--- config.mk ---
export PLATFORM = sky130hd
export DESIGN_NAME = lcc_timer
export DESIGN_NICKNAME = d
export VERILOG_FILES = /design/src/rtl/lcc_pkg.sv /design/src/rtl/lcc_rst_sync.sv /design/src/rtl/lcc_decode.sv /design/src/rtl/lcc_counter.sv /design/src/rtl/lcc_status.sv /design/src/rtl/lcc_timer.sv
export SDC_FILE = /design/constraint.sdc
export NUM_CORES = 1
export LEC_CHECK = 0
export BUFFER_PORTS_ARGS = -buffer_cell sky130_fd_sc_hd__clkbuf_2
export CORE_MARGIN = 3
export CORE_UTILIZATION = 35
export DETAILED_ROUTE_END_ITERATION = 16
export SYNTH_ARGS = -nofsm -noshare
export SYNTH_HDL_FRONTEND = slang
export SYNTH_SLANG_ARGS = --single-unit
--- constraint.sdc ---
create_clock -name clk -period 1.3 [get_ports clk]
set_input_delay 0.065 -clock clk [delete_from_list [all_inputs] [get_ports clk]]
set_output_delay 0.065 -clock clk [all_outputs]
set_load 0.01 [all_outputs]
--- src/rtl/lcc_pkg.sv ---
package lcc_pkg;

  // register indices; their numbering is visible to software
  localparam int unsigned RIX_LIMIT      = 0;
  localparam int unsigned RIX_COUNT      = 1;
  localparam int unsigned RIX_LIMIT_KEEP = 2;

  // strobes produced by the decoder for one bus cycle
  typedef struct packed {
    logic load_restart;  // limit write that also zeroes the count
    logic load_keep;     // limit write that keeps the count
    logic ack;           // limit read, acknowledges the interrupt
  } lcc_strobe_t;

endpackage

--- src/rtl/lcc_rst_sync.sv ---
module lcc_rst_sync #(
  parameter int unsigned STAGES = 2
) (
  input  logic clk,
  input  logic rst_n,
  output logic rst_sync_n
);

  logic [STAGES-1:0] sync_q;
  logic [STAGES-1:0] sync_d;

  always_comb begin
    sync_d = {sync_q[STAGES-2:0], 1'b1};
  end

  always_ff @(posedge clk or negedge rst_n) begin
    if (!rst_n) begin
      sync_q <= '0;
    end else begin
      sync_q <= sync_d;
    end
  end

  assign rst_sync_n = sync_q[STAGES-1];

endmodule

--- src/rtl/lcc_decode.sv ---
module lcc_decode
  import lcc_pkg::*;
#(
  parameter int unsigned ADDR_W = 5,
  parameter int unsigned DATA_W = 32,
  parameter int unsigned CNT_W  = 22,
  parameter int unsigned FRAC_W = 9
) (
  input  logic              clk,
  input  logic              rst_n,
  input  logic [ADDR_W-1:0] bus_addr,
  input  logic              bus_wr,
  input  logic              bus_rd,
  input  logic [CNT_W-1:0]  lim_field,
  input  logic [CNT_W-1:0]  cnt_field,
  input  logic              reached,
  output lcc_strobe_t       strobe,
  output logic [DATA_W-1:0] bus_rdata
);

  localparam int unsigned IDX_LSB = 2;
  localparam int unsigned IDX_W   = ADDR_W - IDX_LSB;

  logic [IDX_W-1:0] idx;
  logic             unused_addr_bits;

  assign idx              = bus_addr[ADDR_W-1:IDX_LSB];
  assign unused_addr_bits = ^bus_addr[IDX_LSB-1:0];

  always_comb begin
    strobe              = '0;
    strobe.load_restart = bus_wr && (idx == IDX_W'(RIX_LIMIT));
    strobe.load_keep    = bus_wr && (idx == IDX_W'(RIX_LIMIT_KEEP));
    strobe.ack          = bus_rd && (idx == IDX_W'(RIX_LIMIT));
  end

  always_comb begin
    bus_rdata = '0;
    if (idx == IDX_W'(RIX_LIMIT)) begin
      bus_rdata[FRAC_W +: CNT_W] = lim_field;
    end else if (idx == IDX_W'(RIX_COUNT)) begin
      bus_rdata[FRAC_W +: CNT_W] = cnt_field;
      bus_rdata[DATA_W-1]        = reached;
    end
  end

  // fraction bits of a count read are always zero
  assert_count_low_zero_R3: assert property (@(posedge clk) disable iff (!rst_n)
    (idx == IDX_W'(RIX_COUNT)) |-> (bus_rdata[FRAC_W-1:0] == '0));

  // undefined indices read as zero
  assert_undef_read_zero_R11: assert property (@(posedge clk) disable iff (!rst_n)
    (idx > IDX_W'(RIX_LIMIT_KEEP)) |-> (bus_rdata == '0));

  // limit read never shows bit 31
  assert_limit_msb_clear_R8: assert property (@(posedge clk) disable iff (!rst_n)
    (idx == IDX_W'(RIX_LIMIT)) |-> !bus_rdata[DATA_W-1]);

endmodule

--- src/rtl/lcc_counter.sv ---
module lcc_counter #(
  parameter int unsigned CNT_W = 22
) (
  input  logic             clk,
  input  logic             rst_n,
  input  logic             tick,
  input  logic             load_restart,
  input  logic             load_keep,
  input  logic [CNT_W-1:0] load_value,
  output logic [CNT_W-1:0] cnt_q,
  output logic [CNT_W-1:0] lim_q,
  output logic             wrap_ev
);

  localparam logic [CNT_W-1:0] CNT_MAX = '1;

  logic [CNT_W-1:0] cnt_d;
  logic [CNT_W-1:0] lim_d;
  logic [CNT_W-1:0] eff_lim;
  logic [CNT_W-1:0] cnt_inc;
  logic             load_any;
  logic             step_en;

  assign load_any = load_restart || load_keep;
  assign step_en  = tick && !load_any;
  assign eff_lim  = (lim_q == '0) ? CNT_MAX : lim_q;
  assign cnt_inc  = cnt_q + CNT_W'(1);
  assign wrap_ev  = step_en && (cnt_inc == eff_lim);

  always_comb begin
    cnt_d = cnt_q;
    if (load_restart) begin
      cnt_d = '0;
    end else if (step_en) begin
      cnt_d = wrap_ev ? '0 : cnt_inc;
    end
  end

  always_comb begin
    lim_d = lim_q;
    if (load_any) begin
      lim_d = load_value;
    end
  end

  always_ff @(posedge clk or negedge rst_n) begin
    if (!rst_n) begin
      cnt_q <= '0;
      lim_q <= CNT_MAX;
    end else begin
      cnt_q <= cnt_d;
      lim_q <= lim_d;
    end
  end

  // a restarting limit write leaves a zero count
  assert_restart_zero_R4: assert property (@(posedge clk) disable iff (!rst_n)
    load_restart |=> (cnt_q == '0));

  // a keeping limit write freezes the count for that cycle
  assert_keep_count_R5: assert property (@(posedge clk) disable iff (!rst_n)
    load_keep |=> (cnt_q == $past(cnt_q)));

  // without tick or write the count holds
  assert_idle_hold_R3: assert property (@(posedge clk) disable iff (!rst_n)
    (!tick && !load_any) |=> $stable(cnt_q));

  // count never rests on a nonzero limit after a step
  assert_never_at_limit_R6: assert property (@(posedge clk) disable iff (!rst_n)
    (step_en && (lim_q != '0) && (cnt_q != lim_q)) |=> (cnt_q != $past(lim_q)));

endmodule

--- src/rtl/lcc_status.sv ---
module lcc_status (
  input  logic clk,
  input  logic rst_n,
  input  logic wrap_ev,
  input  logic ack,
  input  logic restart,
  output logic reached_q,
  output logic irq_q
);

  logic reached_d;
  logic irq_d;

  always_comb begin
    reached_d = reached_q;
    if (wrap_ev) begin
      reached_d = 1'b1;
    end else if (ack) begin
      reached_d = 1'b0;
    end
  end

  always_comb begin
    irq_d = irq_q;
    if (wrap_ev) begin
      irq_d = 1'b1;
    end else if (ack || restart) begin
      irq_d = 1'b0;
    end
  end

  always_ff @(posedge clk or negedge rst_n) begin
    if (!rst_n) begin
      reached_q <= 1'b0;
      irq_q     <= 1'b0;
    end else begin
      reached_q <= reached_d;
      irq_q     <= irq_d;
    end
  end

  // interrupt is only ever high while the flag is set
  assert_irq_implies_flag_R6: assert property (@(posedge clk) disable iff (!rst_n)
    irq_q |-> reached_q);

  // acknowledge without a competing event clears both
  assert_ack_clears_R8: assert property (@(posedge clk) disable iff (!rst_n)
    (ack && !wrap_ev) |=> (!irq_q && !reached_q));

  // an event wins over a simultaneous acknowledge
  assert_event_wins_R10: assert property (@(posedge clk) disable iff (!rst_n)
    (ack && wrap_ev) |=> (irq_q && reached_q));

  // restart drops the interrupt but not the flag
  assert_restart_keeps_flag_R4: assert property (@(posedge clk) disable iff (!rst_n)
    (restart && !ack) |=> (!irq_q && (reached_q == $past(reached_q))));

endmodule

--- src/rtl/lcc_timer.sv ---
module lcc_timer
  import lcc_pkg::*;
#(
  parameter int unsigned ADDR_W = 5,
  parameter int unsigned DATA_W = 32,
  parameter int unsigned CNT_W  = 22,
  parameter int unsigned FRAC_W = 9
) (
  input  logic              clk,
  input  logic              rst_n,
  input  logic              tick,
  input  logic [ADDR_W-1:0] bus_addr,
  input  logic              bus_wr,
  input  logic              bus_rd,
  input  logic [DATA_W-1:0] bus_wdata,
  output logic [DATA_W-1:0] bus_rdata,
  output logic              irq
);

  localparam int unsigned FIELD_HI = FRAC_W + CNT_W - 1;

  logic             rst_sync_n;
  lcc_strobe_t      strobe;
  logic [CNT_W-1:0] cnt_q;
  logic [CNT_W-1:0] lim_q;
  logic             wrap_ev;
  logic             reached_q;
  logic             irq_q;
  logic [CNT_W-1:0] wfield;
  logic             unused_wdata_bits;

  assign wfield            = bus_wdata[FIELD_HI:FRAC_W];
  assign unused_wdata_bits = ^{bus_wdata[DATA_W-1:FIELD_HI+1], bus_wdata[FRAC_W-1:0]};

  lcc_rst_sync #(
    .STAGES (2)
  ) u_rst_sync (
    .clk        (clk),
    .rst_n      (rst_n),
    .rst_sync_n (rst_sync_n)
  );

  lcc_decode #(
    .ADDR_W (ADDR_W),
    .DATA_W (DATA_W),
    .CNT_W  (CNT_W),
    .FRAC_W (FRAC_W)
  ) u_decode (
    .clk       (clk),
    .rst_n     (rst_sync_n),
    .bus_addr  (bus_addr),
    .bus_wr    (bus_wr),
    .bus_rd    (bus_rd),
    .lim_field (lim_q),
    .cnt_field (cnt_q),
    .reached   (reached_q),
    .strobe    (strobe),
    .bus_rdata (bus_rdata)
  );

  lcc_counter #(
    .CNT_W (CNT_W)
  ) u_counter (
    .clk          (clk),
    .rst_n        (rst_sync_n),
    .tick         (tick),
    .load_restart (strobe.load_restart),
    .load_keep    (strobe.load_keep),
    .load_value   (wfield),
    .cnt_q        (cnt_q),
    .lim_q        (lim_q),
    .wrap_ev      (wrap_ev)
  );

  lcc_status u_status (
    .clk       (clk),
    .rst_n     (rst_sync_n),
    .wrap_ev   (wrap_ev),
    .ack       (strobe.ack),
    .restart   (strobe.load_restart),
    .reached_q (reached_q),
    .irq_q     (irq_q)
  );

  assign irq = irq_q;

  // a rising interrupt always follows a tick cycle
  assert_irq_needs_tick_R6: assert property (@(posedge clk) disable iff (!rst_sync_n)
    $rose(irq) |-> $past(tick));

  // a write to an index other than 0 or 2 leaves the limit alone
  assert_undef_write_R11: assert property (@(posedge clk) disable iff (!rst_sync_n)
    (bus_wr && !strobe.load_restart && !strobe.load_keep) |=> $stable(lim_q));

endmodule

== Word level (Yosys, flattened, before mapping) ==
Index checks and enable logic that the tools add are counted.

* Add/subtract/negate cells: 1
* Eq/ne operators: 3
* Muxes and demuxes: 11
* Reduce and logical (&&, ||, !) cells: 13

{| class="wikitable"
|+ Operators with widths
! cell !! count
|-
| $mux 22 || 5
|-
| $mux 23 || 1
|-
| $add 22x1->22 const B || 1
|-
| $eq 22x22->1 || 1
|-
| $logic_not 22->1 || 1
|-
| $reduce_bool 2->1 || 3
|-
| $logic_and 1x1->1 || 5
|-
| $mux 1 || 5
|-
| $eq 3x1->1 const B || 1
|-
| $eq 3x2->1 const B || 1
|-
| $logic_not 3->1 || 1
|-
| $logic_or 1x1->1 || 2
|-
| $logic_not 1->1 || 1
|}

* Flip-flop bits (word level): 48
* Input port bits: 42
* Output and inout bits: 33

== Longest topological paths before layout ==
Gate-level depths: netlist of the first run.

* Depth in word-level cells: 9
* Gate-level depth with buffers: 12

== By module ==
A second synthesis of the first run with hierarchy kept.

* Cells, all modules: 396
* Area total of the unflattened synthesis: 3647.2 µm²

{| class="wikitable"
|+ Modules (own cells, without submodules)
! module !! instances !! cells an instance !! area each (µm²)
|-
| lcc_counter || 1 || 321 || 3031.7
|-
| lcc_decode || 1 || 66 || 489.2
|-
| lcc_status || 1 || 6 || 72.6
|-
| lcc_rst_sync || 1 || 3 || 53.8
|}

== Worst setup path before layout of the first run ==
OpenSTA, ideal clock, no wires.

* Path type: reg-to-reg
* Start point: register u_counter.cnt_q[1]
* End point: register u_counter.cnt_q[19]
* Arrival time: 2871 ps
* Data required time: 1178 ps
* Setup slack: -1692 ps
* Cell stages (with the launch flop): 11
* Period minus slack after synthesis: 2992 ps
* Cell sequence: dfrtp_1 -> ha_1 -> and3_1 -> buf_6 -> nand2_2 -> or4_4 -> and2_4 -> a2111oi_4 -> nand3_1 -> or4b_4 -> a32o_1

* Cells in the longest elaborated chain, start to end: 6

{| class="wikitable"
|+ Ends and longest elaborated chain
! element !! RTL line !! text
|-
| start, declared || lcc_counter.sv:10 || <nowiki>output logic [CNT_W-1:0] cnt_q,</nowiki>
|-
| start signal, assigned || lcc_counter.sv:51 || <nowiki>cnt_q <= cnt_d;</nowiki>
|-
| $add 22x1->22 (*) || lcc_counter.sv:27 || <nowiki>assign cnt_inc = cnt_q + CNT_W'(1);</nowiki>
|-
| $eq 22x22->1 || lcc_counter.sv:28 || <nowiki>assign wrap_ev = step_en && (cnt_inc == eff_lim);</nowiki>
|-
| $logic_and 1x1->1 || lcc_counter.sv:28 ||
|-
| $mux 22 (*) || lcc_counter.sv:35 || <nowiki>cnt_d = wrap_ev ? '0 : cnt_inc;</nowiki>
|-
| $mux 22 (*) || lcc_counter.sv:34 || <nowiki>end else if (step_en) begin</nowiki>
|-
| $mux 22 (*) || lcc_counter.sv:32 || <nowiki>if (load_restart) begin</nowiki>
|}

Every way passes the cells marked *; elsewhere a longest branch is shown, timed or not. The select of a mux whose other input is x is not followed.
A chain may end at the register's enable or synchronous reset.

== Worst setup path after layout of the first run ==
* Start point: register u_counter.cnt_q[0]
* End point: register u_counter.cnt_q[5]

The elaborated chain is that of the path after synthesis.

==> results of run 1 <==
[how the worst min path moves through the flow]
stage                                          end  startpoint  cells after the start  slack, ns
global placement    u_rst_sync.sync_q[0]$_DFF_PN0_       rst_n                      1      -0.15
CTS                 u_status.reached_q$_DFFE_PN0P_      bus_rd                      4       0.04
finish              u_status.reached_q$_DFFE_PN0P_      bus_rd                      4       0.04
floorplan           u_rst_sync.sync_q[0]$_DFF_PN0_       rst_n                      0      -0.23
global route        u_status.reached_q$_DFFE_PN0P_      bus_rd                      4       0.04
detailed placement  u_rst_sync.sync_q[0]$_DFF_PN0_       rst_n                      1      -0.15
[routing by layer]
layer	GRT usage, %	routed length [µm]	part of all wire (%)	up-vias
met5	0	0	0	-
met4	5.18	346	2.6	0
met3	3.52	920	6.8	32
met2	41.8	6560	49	163
met1	30.8	5670	42	1928
li1	-	-	-	1885
[cells by family after synthesis]
family,after synthesis,share of synthesized area [%]
AND/OR/NAND/NOR,176,27.0
adder cells (fa/ha/maj),1,0.355
other,2,0.213
buffers and inverters,42,6.36
AO/OA/AOI/OAI,117,25.2
multiplexers,3,0.853
XOR/XNOR,16,5.15
flip-flops,48,34.9
[cells in the final DEF (no fill, tap or decap), types with 5 or more instances in the layout]
cell type                       synthesis  final
sky130_fd_sc_hd__dfrtp_1               26     19
sky130_fd_sc_hd__buf_2                  8     17
sky130_fd_sc_hd__inv_1                  6      6
sky130_fd_sc_hd__nand4_1               10     10
sky130_fd_sc_hd__o31ai_1                6      5
sky130_fd_sc_hd__a21o_1                14     14
sky130_fd_sc_hd__xnor2_1                9      8
sky130_fd_sc_hd__dfrtp_2                0      7
sky130_fd_sc_hd__nand2_1               81     79
sky130_fd_sc_hd__a22o_1                22     22
sky130_fd_sc_hd__buf_12                 0      7
sky130_fd_sc_hd__o21ai_0               21     13
sky130_fd_sc_hd__a21oi_1               13      7
sky130_fd_sc_hd__dfstp_2               22     22
sky130_fd_sc_hd__nand3_1               11      9
sky130_fd_sc_hd__o21ai_2                0      5
sky130_fd_sc_hd__nor3_2                 1      5
sky130_fd_sc_hd__dlygate4sd3_1          0     23
sky130_fd_sc_hd__conb_1                 2     10
sky130_fd_sc_hd__buf_6                  1     36
sky130_fd_sc_hd__clkbuf_8               0      5
sky130_fd_sc_hd__clkbuf_2               0     36
sky130_fd_sc_hd__a21oi_2                0      6
sky130_fd_sc_hd__nor3_1                 9      5
sky130_fd_sc_hd__nor2_1                11      9
sky130_fd_sc_hd__buf_4                 13    100
[flip-flops by register name (all words and copies together) (netlist names)]
signal / count
u_rst_sync.sync_q: 2
u_counter.lim_q: 22
u_status.irq_q: 1
u_counter.cnt_q: 22
u_status.reached_q: 1
[power breakdown]
part	total, mW	switching [mW]	leakage (nW)	internal [mW]
registers	2.05	0.238	0.569	1.81
logic	2.84	1.36	2.09	1.49
clock network	1.27	0.569	0.0669	0.698
total	6.16	2.16	2.72	3.99
[critical path, delay by kind of cell, from the launching register on]
family	cells	cell delay, ns
AO/OA/AOI/OAI	3	0.76
flip-flops	1	0.45
adder cells (fa/ha/maj)	1	0.17
buffers and inverters	5	0.71
AND/OR/NAND/NOR	6	0.84
[layout make-up]
cell class              count  area, µm²
clock inverters             2       38.8
multi-input cells         323       2390
inverters                   6       22.5
repair buffers            222       1860
fillers                   820       3700
clock buffers               6       93.8
flip-flops and latches     48       1240
well taps                 129        161
[what timing repair did]
item                       CTS  global route
hold buffers                23             0
pin swaps                   17            22
gates cloned                 2             1
buffers inserted             9            28
setup endpoints to repair   43            46
hold endpoints to repair    24             0
resized for setup           61            67
==> PnR_summary.wiki, run 1 <==
{| class="wikitable"
! Metric !! Value
|-
| Slowest stage cell, crit path || sky130_fd_sc_hd__dfrtp_2
|-
| Clock period minus worst slack || 3.03 ns
|-
| CTS Root Buffer Type || sky130_fd_sc_hd__clkbuf_8
|-
| Achievable Freq || 330 MHz
|-
| Startpoint of the most critical setup path || u_counter.cnt_q[0]$_DFFE_PN0P_
|-
| Final net count || 649
|-
| Non-Filler Instances || 736
|-
| Worst EP arrival || 3.23 ns
|-
| Maximum Capacitance Violations || 0
|-
| Result of the run || finished, violations left
|-
| Required @ worst endpoint || 1.50 ns
|-
| Leakage power || 2.72 nW
|-
| Post-route DRC violation count || 0
|-
| Detailed Route WL || 13500 µm
|-
| Netlist area before placement || 3520 µm²
|-
| Number of buffers created by CTS || 5
|-
| Area enclosed by the die boundary || 11300 µm²
|-
| Bufs on Longest Clock Path || 2
|-
| Maximum level of the CTS H-tree || 2
|-
| Final instance area || 5810 µm²
|-
| Via-to-Cell Ratio || 5.45
|-
| Peak supply drop || 0.000561 V
|-
| Count of unique library cells instantiated by Yosys || 75
|-
| Failing checks || setup timing
|-
| Final number of hold-violating endpoints || 0
|-
| Cells taking the most area after synthesis || sky130_fd_sc_hd__dfrtp_1, sky130_fd_sc_hd__dfstp_2, sky130_fd_sc_hd__nand2_1
|-
| Endpoint of the worst setup timing path || u_counter.cnt_q[5]$_DFFE_PN0P_
|-
| Top-count cell post-synth || sky130_fd_sc_hd__nand2_1
|-
| Sort of element at the end of the critical path || flop
|-
| Inst Count DP || 679
|-
| Peak per-stage delay on the critical path || 0.45 ns
|-
| Launching point of the worst reg2reg path || u_counter.cnt_q[0]$_DFFE_PN0P_
|-
| Crit start category || flop
|-
| Total global routing track utilization || 23.8%
|-
| Slack of the worst reg-to-reg path || -1.73 ns
|-
| N_diodes || 0
|-
| Clock transition at path regs || 0.09 ns
|-
| Avg Inst Size Synth || 8.69 µm²
|-
| Area leader, netlist || sky130_fd_sc_hd__dfrtp_1
|-
| Total iterations of the first detailed-routing run || 5
|-
| Site row count || 35
|-
| Min setup slack post-route || -1.73 ns
|-
| Via total after detailed routing || 4008
|-
| TritonCTS clock tree || yes
|-
| Fraction of registers with async set/reset || 100%
|-
| Utilization of the core after routing || 61.1%
|-
| Largest net degree at the start of global routing || 47
|-
| Worst setup slack after placement || -1.94 ns
|-
| CTS sink count || 48
|-
| Number of global-route vias before repair || 4067
|-
| Leading cell types by count after synthesis || sky130_fd_sc_hd__nand2_1, sky130_fd_sc_hd__dfrtp_1, sky130_fd_sc_hd__a22o_1, sky130_fd_sc_hd__dfstp_2, sky130_fd_sc_hd__o21ai_0
|-
| P&R area growth vs syn || 64.9%
|-
| Most prevalent standard cell on the critical path || sky130_fd_sc_hd__buf_4
|-
| Remaining antenna violation count || 0
|-
| Share of cells above drive strength 1 || 50.1%
|-
| Crit Path Max Fanout || 5
|-
| Smallest hold slack || 0.0449 ns
|-
| Antenna violations before repair || 0
|-
| Final number of max-transition violations || 0
|-
| Aggregate negative setup slack || -40.60 ns
|-
| Final Wtd Congestion || 0.938
|-
| Initial core utilization || 37.1%
|-
| Primary flip-flop cell chosen by synthesis mapping || sky130_fd_sc_hd__dfrtp_1
|-
| Port buffer count || 53
|-
| WL per Instance || 18.3 µm
|-
| RSZ-0062 raised after global routing || true
|-
| Yosys warning count || 0
|-
| GR Overflow Total || 0
|-
| Number of instances in the synthesized netlist || 405
|-
| Clock Latency Late Sink || 0.32 ns
|-
| Min-delay worst type || input pin to flop
|-
| Total power after layout || 6.16 mW
|-
| Ratio of total power to cell area || 1060 nW/µm²
|-
| Number of synthesized register bits || 48
|-
| Top-Level Pins || 75
|-
| DPL Wire Length || 9540 µm
|-
| # setup viols final || 39
|-
| Category of the critical setup timing path || flop to flop
|-
| Fraction of synthesized cell area taken by the top area cell type || 18.5%
|-
| Register area share after synthesis || 34.9%
|-
| Height of the die || 106 µm
|-
| Number of enable flip-flop cells after synthesis || 0
|-
| Iteration-0 DRC Markers || 348
|-
| Area of the core region || 9500 µm²
|-
| R2R depth || 15
|-
| Overall die width || 106 µm
|-
| Worst Clk Skew || 0.0143 ns
|-
| Final cycle utilization of the critical path || 233%
|-
| Placement-stage cell area || 4800 µm²
|-
| Critical R2R Capture || u_counter.cnt_q[5]$_DFFE_PN0P_
|-
| First-pass GRT wire length || 21300 µm
|-
| Ordered cell list for the critical path || buf_4, ha_4, and3_4, nand4_1, buf_4, nor3_2, buf_4, o211a_1, nor4_2, nand4_1, o31ai_4, buf_12, buf_12, nor2_2, a211o_1
|}
(Power assumes the default switching activity.)
==> run 2, diff against run 1 <==
Settings changed: BUFFER_PORTS_ARGS -buffer_cell sky130_fd_sc_hd__clkbuf_2 to unset, CTS_BUF_LIST set to sky130_fd_sc_hd__clkbuf_8, DONT_BUFFER_PORTS set to 1.
==> run 2 against run 1 <==
Compared with the run above: the run still ends with setup timing left; clock-buffer cell count is the same; clock skew down 0.0083 ns; sequential cell count did not move; utilization fell by 4.9 points; via count fell by 3.8%; critical path depth decreased by 3; setup slack improved by 0.051 ns; critical path type unchanged; largest power group unchanged; highest routed layer unchanged.
==> PnR_summary.wiki, run 2 (synthesis results as in run 1) <==
{| class="wikitable"
! Metric !! Value
|-
| Result of the run || finished, violations left (unchanged)
|-
| Failing checks || setup timing (unchanged)
|-
| Crit Path Max Fanout || 9 (was 5)
|-
| First-pass GRT wire length || 20300 µm (was 21300 µm)
|-
| Met1 routing resource usage after global routing || 30.4% (was 30.8%)
|-
| Maximum level of the CTS H-tree || 2 (unchanged)
|-
| Registers with the most flip-flops || u_counter.cnt_q: 22 flops, u_counter.lim_q: 22 flops, u_rst_sync.sync_q: 2 flops (unchanged)
|-
| Final cycle utilization of the critical path || 229% (was 233%)
|-
| Initial core utilization || 37.1% (unchanged)
|-
| Port buffer count || 0 (was 53)
|-
| DPL Wire Length || 9700 µm (was 9540 µm)
|-
| Bufs on Longest Clock Path || 2 (unchanged)
|-
| Final Wtd Congestion || 1.02 (was 0.938)
|-
| Utilization of the core after routing || 56.2% (was 61.1%)
|-
| Ratio of total power to cell area || 1040 nW/µm² (was 1060 nW/µm²)
|-
| Total iterations of the first detailed-routing run || 5 (unchanged)
|-
| CTS Root Buffer Type || sky130_fd_sc_hd__clkbuf_8 (unchanged)
|-
| Ordered cell list for the critical path || and4_2, nand4_4, buf_4, o31a_1, nor2_2, mux2i_2, nand4_1, o31ai_4, buf_6, buf_6, nor2_2, a211o_1 (was buf_4, ha_4, and3_4, nand4_1, buf_4, nor3_2, buf_4, o211a_1, nor4_2, nand4_1, o31ai_4, buf_12, buf_12, nor2_2, a211o_1)
|-
| Fraction of met3 tracks used by global routing || 3.16% (was 3.52%)
|-
| CTS sink count || 48 (unchanged)
|-
| Critical R2R Capture || u_counter.cnt_q[5]$_DFFE_PN0P_ (unchanged)
|-
| Busiest layer in global routing || met2 (unchanged)
|-
| Worst Max-Slew Pin Slew || 0.593 ns
|-
| Site row count || 35 (unchanged)
|-
| Largest net degree at the start of global routing || 47 (unchanged)
|-
| Leading cell type in the layout, fill and taps excluded || sky130_fd_sc_hd__buf_4 (unchanged)
|-
| Non-Filler Instances || 681 (was 736)
|-
| Met2 demand-to-capacity share in global routing || 38.6% (was 41.8%)
|-
| Inst Count DP || 634 (was 679)
|-
| Category of the critical setup timing path || flop to flop (unchanged)
|-
| Min setup slack post-route || -1.68 ns (was -1.73 ns)
|-
| R2R depth || 12 (was 15)
|-
| Final instance area || 5340 µm² (was 5810 µm²)
|-
| Family with the most delay on the worst path || simple AND/OR/NAND/NOR gates (unchanged)
|-
| P&R area growth vs syn || 51.7% (was 64.9%)
|-
| TritonCTS clock tree || yes (unchanged)
|-
| Peak per-stage delay on the critical path || 0.40 ns (was 0.45 ns)
|-
| Final net count || 594 (was 649)
|-
| Number of global-route vias before repair || 3875 (was 4067)
|-
| Iteration-0 DRC Markers || 269 (was 348)
|-
| N_diodes || 0 (unchanged)
|-
| Peak supply drop || 0.000506 V (was 0.000561 V)
|-
| Via-to-Cell Ratio || 5.66 (was 5.45)
|-
| Area of the core region || 9500 µm² (unchanged)
|-
| Launching point of the worst reg2reg path || u_counter.cnt_q[13]$_DFFE_PN0P_ (was u_counter.cnt_q[0]$_DFFE_PN0P_)
|-
| Clock Latency Late Sink || 0.31 ns (was 0.32 ns)
|-
| Crit start category || flop (unchanged)
|-
| Sort of element at the end of the critical path || flop (unchanged)
|-
| Instance count on the critical path || 12 (was 15)
|-
| Slack of the worst reg-to-reg path || -1.68 ns (was -1.73 ns)
|-
| Leakage power || 2.45 nW (was 2.72 nW)
|-
| Via total after detailed routing || 3857 (was 4008)
|-
| Area enclosed by the die boundary || 11300 µm² (unchanged)
|-
| Maximum Capacitance Violations || 0 (unchanged)
|-
| # setup viols final || 27 (was 39)
|-
| Detailed Route WL || 13000 µm (was 13500 µm)
|-
| Placement-stage cell area || 4560 µm² (was 4800 µm²)
|-
| Share of cells above drive strength 1 || 43.8% (was 50.1%)
|-
| Relative max-transition margin || 60.1%
|-
| Height of the die || 106 µm (unchanged)
|-
| Top-Level Pins || 75 (unchanged)
|-
| Antenna violations before repair || 0 (unchanged)
|-
| Final number of max-transition violations || 0 (unchanged)
|-
| Clock transition at path regs || 0.10 ns (was 0.09 ns)
|-
| Remaining antenna violation count || 0 (unchanged)
|-
| Total global routing track utilization || 22.9% (was 23.8%)
|-
| RSZ-0062 raised after global routing || true (unchanged)
|-
| Startpoint of the most critical setup path || u_counter.cnt_q[13]$_DFFE_PN0P_ (was u_counter.cnt_q[0]$_DFFE_PN0P_)
|-
| Achievable Freq || 335 MHz (was 330 MHz)
|-
| Number of buffers created by CTS || 5 (unchanged)
|-
| Endpoint of the worst setup timing path || u_counter.cnt_q[5]$_DFFE_PN0P_ (unchanged)
|-
| GR Overflow Total || 0 (unchanged)
|-
| Commonest cells after routing, fill and taps aside || sky130_fd_sc_hd__buf_4, sky130_fd_sc_hd__nand2_1, sky130_fd_sc_hd__dlygate4sd3_1, sky130_fd_sc_hd__dfrtp_1, sky130_fd_sc_hd__dfstp_2 (was sky130_fd_sc_hd__buf_4, sky130_fd_sc_hd__nand2_1, sky130_fd_sc_hd__clkbuf_2, sky130_fd_sc_hd__buf_6, sky130_fd_sc_hd__dlygate4sd3_1)
|-
| Worst EP arrival || 3.19 ns (was 3.23 ns)
|-
| Clock period minus worst slack || 2.98 ns (was 3.03 ns)
|-
| Post-route DRC violation count || 0 (unchanged)
|-
| Buffers and inverters on the worst path || 3 (was 5)
|-
| Worst setup slack after placement || -1.82 ns (was -1.94 ns)
|-
| Final number of hold-violating endpoints || 0 (unchanged)
|-
| WL per Instance || 19.1 µm (was 18.3 µm)
|-
| Overall die width || 106 µm (unchanged)
|-
| Min-delay worst type || input pin to flop (unchanged)
|-
| Worst Clk Skew || 0.00598 ns (was 0.0143 ns)
|-
| Slowest stage cell, crit path || sky130_fd_sc_hd__dfrtp_1 (was sky130_fd_sc_hd__dfrtp_2)
|-
| Required @ worst endpoint || 1.51 ns (was 1.50 ns)
|}
## run 2: cell types whose count changed in the layout (fill, tap and decap cells not counted), moves of 5 or more
cell	before	now
sky130_fd_sc_hd__o21ai_0	13	19
sky130_fd_sc_hd__buf_4	100	121
sky130_fd_sc_hd__buf_6	36	17
sky130_fd_sc_hd__a22o_4	0	10
sky130_fd_sc_hd__buf_2	17	0
sky130_fd_sc_hd__a22o_1	22	12
sky130_fd_sc_hd__clkbuf_2	36	0
sky130_fd_sc_hd__o21ai_2	5	0
## run 2: how the worst min path moves through the flow
stage                     start                              end  slack [ns]  cells past startpoint
finish              bus_addr[2]  u_counter.lim_q[14]$_DFFE_PN1P_        0.09                      4
global route        bus_addr[2]  u_counter.lim_q[14]$_DFFE_PN1P_        0.11                      4
CTS                 bus_addr[2]  u_counter.lim_q[14]$_DFFE_PN1P_        0.09                      4
detailed placement        rst_n   u_rst_sync.sync_q[0]$_DFF_PN0_       -0.23                      0
global placement          rst_n   u_rst_sync.sync_q[0]$_DFF_PN0_       -0.23                      0
floorplan                 rst_n   u_rst_sync.sync_q[0]$_DFF_PN0_       -0.23                      0
## run 2: where the power goes
group | leakage (nW) | switching [mW] | total, mW | internal [mW]
sequential | 0.574 | 0.200 | 2.00 | 1.80
clock | 0.0522 | 0.591 | 1.04 | 0.447
combinational | 1.83 | 1.26 | 2.50 | 1.24
total | 2.45 | 2.06 | 5.55 | 3.49
## run 2: metal layers
layer / wire length, µm / vias to the layer above
met4: 377 / 0
met5: 0 / -
li1: - / 1773
met2: 6240 / 168
met3: 869 / 35
met1: 5500 / 1881
## run 2: layout make-up
type | count | area (µm²)
Inverter | 6 | 22.5
Clock buffer | 6 | 82.6
Fill cell | 863 | 4160
Multi-Input combinational cell | 323 | 2400
Sequential cell | 48 | 1230
Timing Repair Buffer | 167 | 1420
Clock inverter | 2 | 17.5
Tap cell | 129 | 161
## run 2: through the flow
step | total power [mW] | hold WS, ns | setup TNS [ns]
2_1_floorplan | 3.23 | -0.231 | -33.00
3_3_place_gp | 4.18 | -0.231 | -43.58
3_5_place_dp | 4.20 | -0.231 | -42.13
4_1_cts | 5.46 | 0.0919 | -38.25
5_1_grt | 5.81 | 0.112 | -41.58
6_report | 5.55 | 0.0934 | -38.74
## run 2: worst register-to-register path, stage by stage, from the launching register on
cell and delay, ns:
sky130_fd_sc_hd__dfrtp_1 0.40, sky130_fd_sc_hd__and4_2 0.28, sky130_fd_sc_hd__nand4_4 0.19, sky130_fd_sc_hd__buf_4 0.21
sky130_fd_sc_hd__o31a_1 0.30, sky130_fd_sc_hd__nor2_2 0.18, sky130_fd_sc_hd__mux2i_2 0.27, sky130_fd_sc_hd__nand4_1 0.18
sky130_fd_sc_hd__o31ai_4 0.31, sky130_fd_sc_hd__buf_6 0.15, sky130_fd_sc_hd__buf_6 0.11, sky130_fd_sc_hd__nor2_2 0.03
sky130_fd_sc_hd__a211o_1 0.25
## run 2: repair_timing
item	CTS	global route
cloned	1	0
hold buffers	26	0
setup buffers	11	2
pin swaps	22	15
gates resized for setup	49	20
endpoints found under the hold margin	26	0
setup endpoints to repair	28	34
==> run 3, diff against run 2 <==
Settings changed: GPL_TIMING_DRIVEN set to 0, RECOVER_POWER set to 50.
==> run 3 against run 2 <==
Compared with the run above: the flow still finishes with violations (setup timing); setup slack got worse by 0.043 ns; clock skew grew 0.0077 ns; first-iteration DRC count decreased by 10%; total power down 0.83%; largest cell class unchanged; sequential power is 12% higher; largest power group is now registers; critical path type unchanged; clock-buffer cell count is the same; via count shrank 6.5%; sequential cell count is the same; register-to-register slack got worse by 0.04 ns.
==> PnR_summary.wiki, run 3 (synthesis results as in run 1) <==
{| class="wikitable"
! Metric !! Value
|-
| Area enclosed by the die boundary || 11300 µm² (unchanged)
|-
| Number of buffers created by CTS || 5 (unchanged)
|-
| Worst Max-Slew Pin Slew || 1.01 ns (was 0.593 ns)
|-
| Min-delay worst type || input pin to flop (unchanged)
|-
| DPL Wire Length || 8890 µm (was 9700 µm)
|-
| P&R area growth vs syn || 39.3% (was 51.7%)
|-
| Total power after layout || 5.50 mW (was 5.55 mW)
|-
| Via-to-Cell Ratio || 5.90 (was 5.66)
|-
| Relative max-transition margin || 32.5% (was 60.1%)
|-
| Crit Path Max Fanout || 5 (was 9)
|-
| R2R depth || 10 (was 12)
|-
| Startpoint of the worst hold path || bus_addr[4] (was bus_addr[2])
|-
| Utilization of the core after routing || 51.6% (was 56.2%)
|-
| Ratio of total power to cell area || 1120 nW/µm² (was 1040 nW/µm²)
|-
| Maximum Capacitance Violations || 0 (unchanged)
|-
| Achievable Freq || 331 MHz (was 335 MHz)
|-
| Overall die width || 106 µm (unchanged)
|-
| Height of the die || 106 µm (unchanged)
|-
| Largest net degree at the start of global routing || 47 (unchanged)
|-
| Hold Crit Depth || 4 (unchanged)
|-
| Number of global-route vias before repair || 3587 (was 3875)
|-
| Final Wtd Congestion || 0.951 (was 1.02)
|-
| Peak per-stage delay on the critical path || 0.56 ns (was 0.40 ns)
|-
| Startpoint of the most critical setup path || u_counter.cnt_q[1]$_DFFE_PN0P_ (was u_counter.cnt_q[13]$_DFFE_PN0P_)
|-
| Clock period minus worst slack || 3.02 ns (was 2.98 ns)
|-
| Sort of element at the end of the critical path || flop (unchanged)
|-
| N_diodes || 0 (unchanged)
|-
| Clock transition at path regs || 0.09 ns (was 0.10 ns)
|-
| CTS sink count || 48 (unchanged)
|-
| Bufs on Longest Clock Path || 2 (unchanged)
|-
| Commonest cells after routing, fill and taps aside || sky130_fd_sc_hd__nand2_1, sky130_fd_sc_hd__buf_4, sky130_fd_sc_hd__dlygate4sd3_1, sky130_fd_sc_hd__dfstp_2, sky130_fd_sc_hd__dfrtp_1 (was sky130_fd_sc_hd__buf_4, sky130_fd_sc_hd__nand2_1, sky130_fd_sc_hd__dlygate4sd3_1, sky130_fd_sc_hd__dfrtp_1, sky130_fd_sc_hd__dfstp_2)
|-
| Slowest stage cell, crit path || sky130_fd_sc_hd__or4b_4 (was sky130_fd_sc_hd__dfrtp_1)
|-
| Antenna violations before repair || 0 (unchanged)
|-
| Ordered cell list for the critical path || buf_6, nand4_1, buf_4, or4_4, a21o_1, a211oi_2, o2bb2a_4, nand3_1, or4b_4, a32o_2 (was and4_2, nand4_4, buf_4, o31a_1, nor2_2, mux2i_2, nand4_1, o31ai_4, buf_6, buf_6, nor2_2, a211o_1)
|-
| Worst Clk Skew || 0.0137 ns (was 0.00598 ns)
|-
| Final number of hold-violating endpoints || 0 (unchanged)
|-
| GR Overflow Total || 0 (unchanged)
|-
| Iteration-0 DRC Markers || 241 (was 269)
|-
| Total iterations of the first detailed-routing run || 5 (unchanged)
|-
| First-pass GRT wire length || 20200 µm (was 20300 µm)
|-
| CTS Root Buffer Type || sky130_fd_sc_hd__clkbuf_8 (unchanged)
|-
| Initial core utilization || 37.1% (unchanged)
|-
| Placement-stage cell area || 3760 µm² (was 4560 µm²)
|-
| Maximum level of the CTS H-tree || 2 (unchanged)
|-
| Port buffer count || 0 (unchanged)
|-
| TritonCTS clock tree || yes (unchanged)
|-
| Final net count || 524 (was 594)
|-
| RSZ-0062 raised after global routing || true (unchanged)
|-
| Peak supply drop || 0.000634 V (was 0.000506 V)
|-
| Detailed Route WL || 13000 µm (about the same)
|-
| Total global routing track utilization || 23.0% (was 22.9%)
|-
| Final instance area || 4910 µm² (was 5340 µm²)
|-
| Share of cells above drive strength 1 || 35.7% (was 43.8%)
|-
| Failing checks || setup timing (unchanged)
|-
| Final number of max-transition violations || 0 (unchanged)
|-
| Min setup slack post-route || -1.72 ns (was -1.68 ns)
|-
| Smallest hold slack || 0.0287 ns (was 0.0934 ns)
|-
| Clock Latency Late Sink || 0.32 ns (was 0.31 ns)
|-
| Launching point of the worst reg2reg path || u_counter.cnt_q[1]$_DFFE_PN0P_ (was u_counter.cnt_q[13]$_DFFE_PN0P_)
|-
| Post-route DRC violation count || 0 (unchanged)
|-
| Remaining antenna violation count || 0 (unchanged)
|-
| Registers with the most flip-flops || u_counter.cnt_q: 22 flops, u_counter.lim_q: 22 flops, u_rst_sync.sync_q: 2 flops (unchanged)
|-
| WL per Instance || 21.3 µm (was 19.1 µm)
|-
| # setup viols final || 26 (was 27)
|-
| Top-Level Pins || 75 (unchanged)
|-
| Family with the most delay on the worst path || simple AND/OR/NAND/NOR gates (unchanged)
|-
| Area of the core region || 9500 µm² (unchanged)
|-
| Category of the critical setup timing path || flop to flop (unchanged)
|-
| Result of the run || finished, violations left (unchanged)
|-
| Leading cell type in the layout, fill and taps excluded || sky130_fd_sc_hd__nand2_1 (was sky130_fd_sc_hd__buf_4)
|-
| Worst EP arrival || 3.23 ns (was 3.19 ns)
|-
| Worst setup slack after placement || -2.31 ns (was -1.82 ns)
|-
| Via total after detailed routing || 3607 (was 3857)
|-
| Leakage power || 2.12 nW (was 2.45 nW)
|-
| Instance count on the critical path || 10 (was 12)
|-
| Crit start category || flop (unchanged)
|-
| Final cycle utilization of the critical path || 233% (was 229%)
|-
| Site row count || 35 (unchanged)
|-
| Buffers and inverters on the worst path || 2 (was 3)
|-
| Required @ worst endpoint || 1.51 ns (about the same)
|}
run 3: changes by cell type in the layout (fill, tap and decap cells not counted), moves of 4 or more:
cell / change
sky130_fd_sc_hd__a22o_4: -4
sky130_fd_sc_hd__o21ai_0: -7
sky130_fd_sc_hd__clkbuf_1: +7
sky130_fd_sc_hd__a22o_1: +4
sky130_fd_sc_hd__o21ai_2: +6
sky130_fd_sc_hd__nor4_4: +6
sky130_fd_sc_hd__buf_4: -84
sky130_fd_sc_hd__nor4_2: -5
run 3: final timing paths:
kind	to	slack, ns
min in group asynchronous	u_counter.cnt_q[18]$_DFFE_PN0P_	0.45
max	u_counter.cnt_q[19]$_DFFE_PN0P_	-1.72
min reg2reg	u_rst_sync.sync_q[1]$_DFF_PN0_	0.36
max in group asynchronous	u_counter.cnt_q[1]$_DFFE_PN0P_	0.15
max reg2reg	u_counter.cnt_q[19]$_DFFE_PN0P_	-1.72
min	u_status.reached_q$_DFFE_PN0P_	0.03
run 3: layer usage:
| layer | vias up | wire, µm | GRT usage, % |
|---|---|---|---|
| met1 | 1784 | 5670 | 31.4 |
| met3 | 25 | 737 | 3.10 |
| met5 | - | 0 | 0 |
| met2 | 164 | 6350 | 37.2 |
| li1 | 1634 | - | - |
| met4 | 0 | 263 | 8.05 |
run 3: final cells by class:
class / instances / area (µm²)
Inverter: 6 / 22.5
Multi-Input combinational cell: 323 / 2520
Fill cell: 890 / 4600
Clock inverter: 2 / 38.8
Tap cell: 129 / 161
Clock buffer: 6 / 82.6
Buffer: 32 / 220
Timing Repair Buffer: 65 / 622
Sequential cell: 48 / 1230
run 3: metrics by stage:
step | std cells | setup TNS, ns
final | 611 | -39.20
after global routing | 611 | -41.16
after detailed placement | 542 | -57.96
after global placement | 542 | -58.91
after floorplan | 413 | -33.00
after CTS | 608 | -39.51
run 3: repair_timing:
item	4_1_cts	5_1_grt
pin swaps	22	16
hold buffers	29	0
endpoints found under the setup margin	45	48
gates cloned	2	0
setup buffers	29	6
hold endpoints to repair	26	0
resized for setup	75	38
run 3: where the power goes:
part | switching, mW | total [mW] | internal (mW)
Combinational | 1.09 | 2.05 | 0.967
Sequential | 0.426 | 2.24 | 1.81
Clock | 0.576 | 1.21 | 0.631
Total | 2.09 | 5.50 | 3.41
run 3: worst min-delay path, cell delays in order:
cell and delay (ns):
sky130_fd_sc_hd__nor3_2 0.06, sky130_fd_sc_hd__nand2_1 0.09, sky130_fd_sc_hd__nand2_1 0.05, sky130_fd_sc_hd__nand2_1 0.05
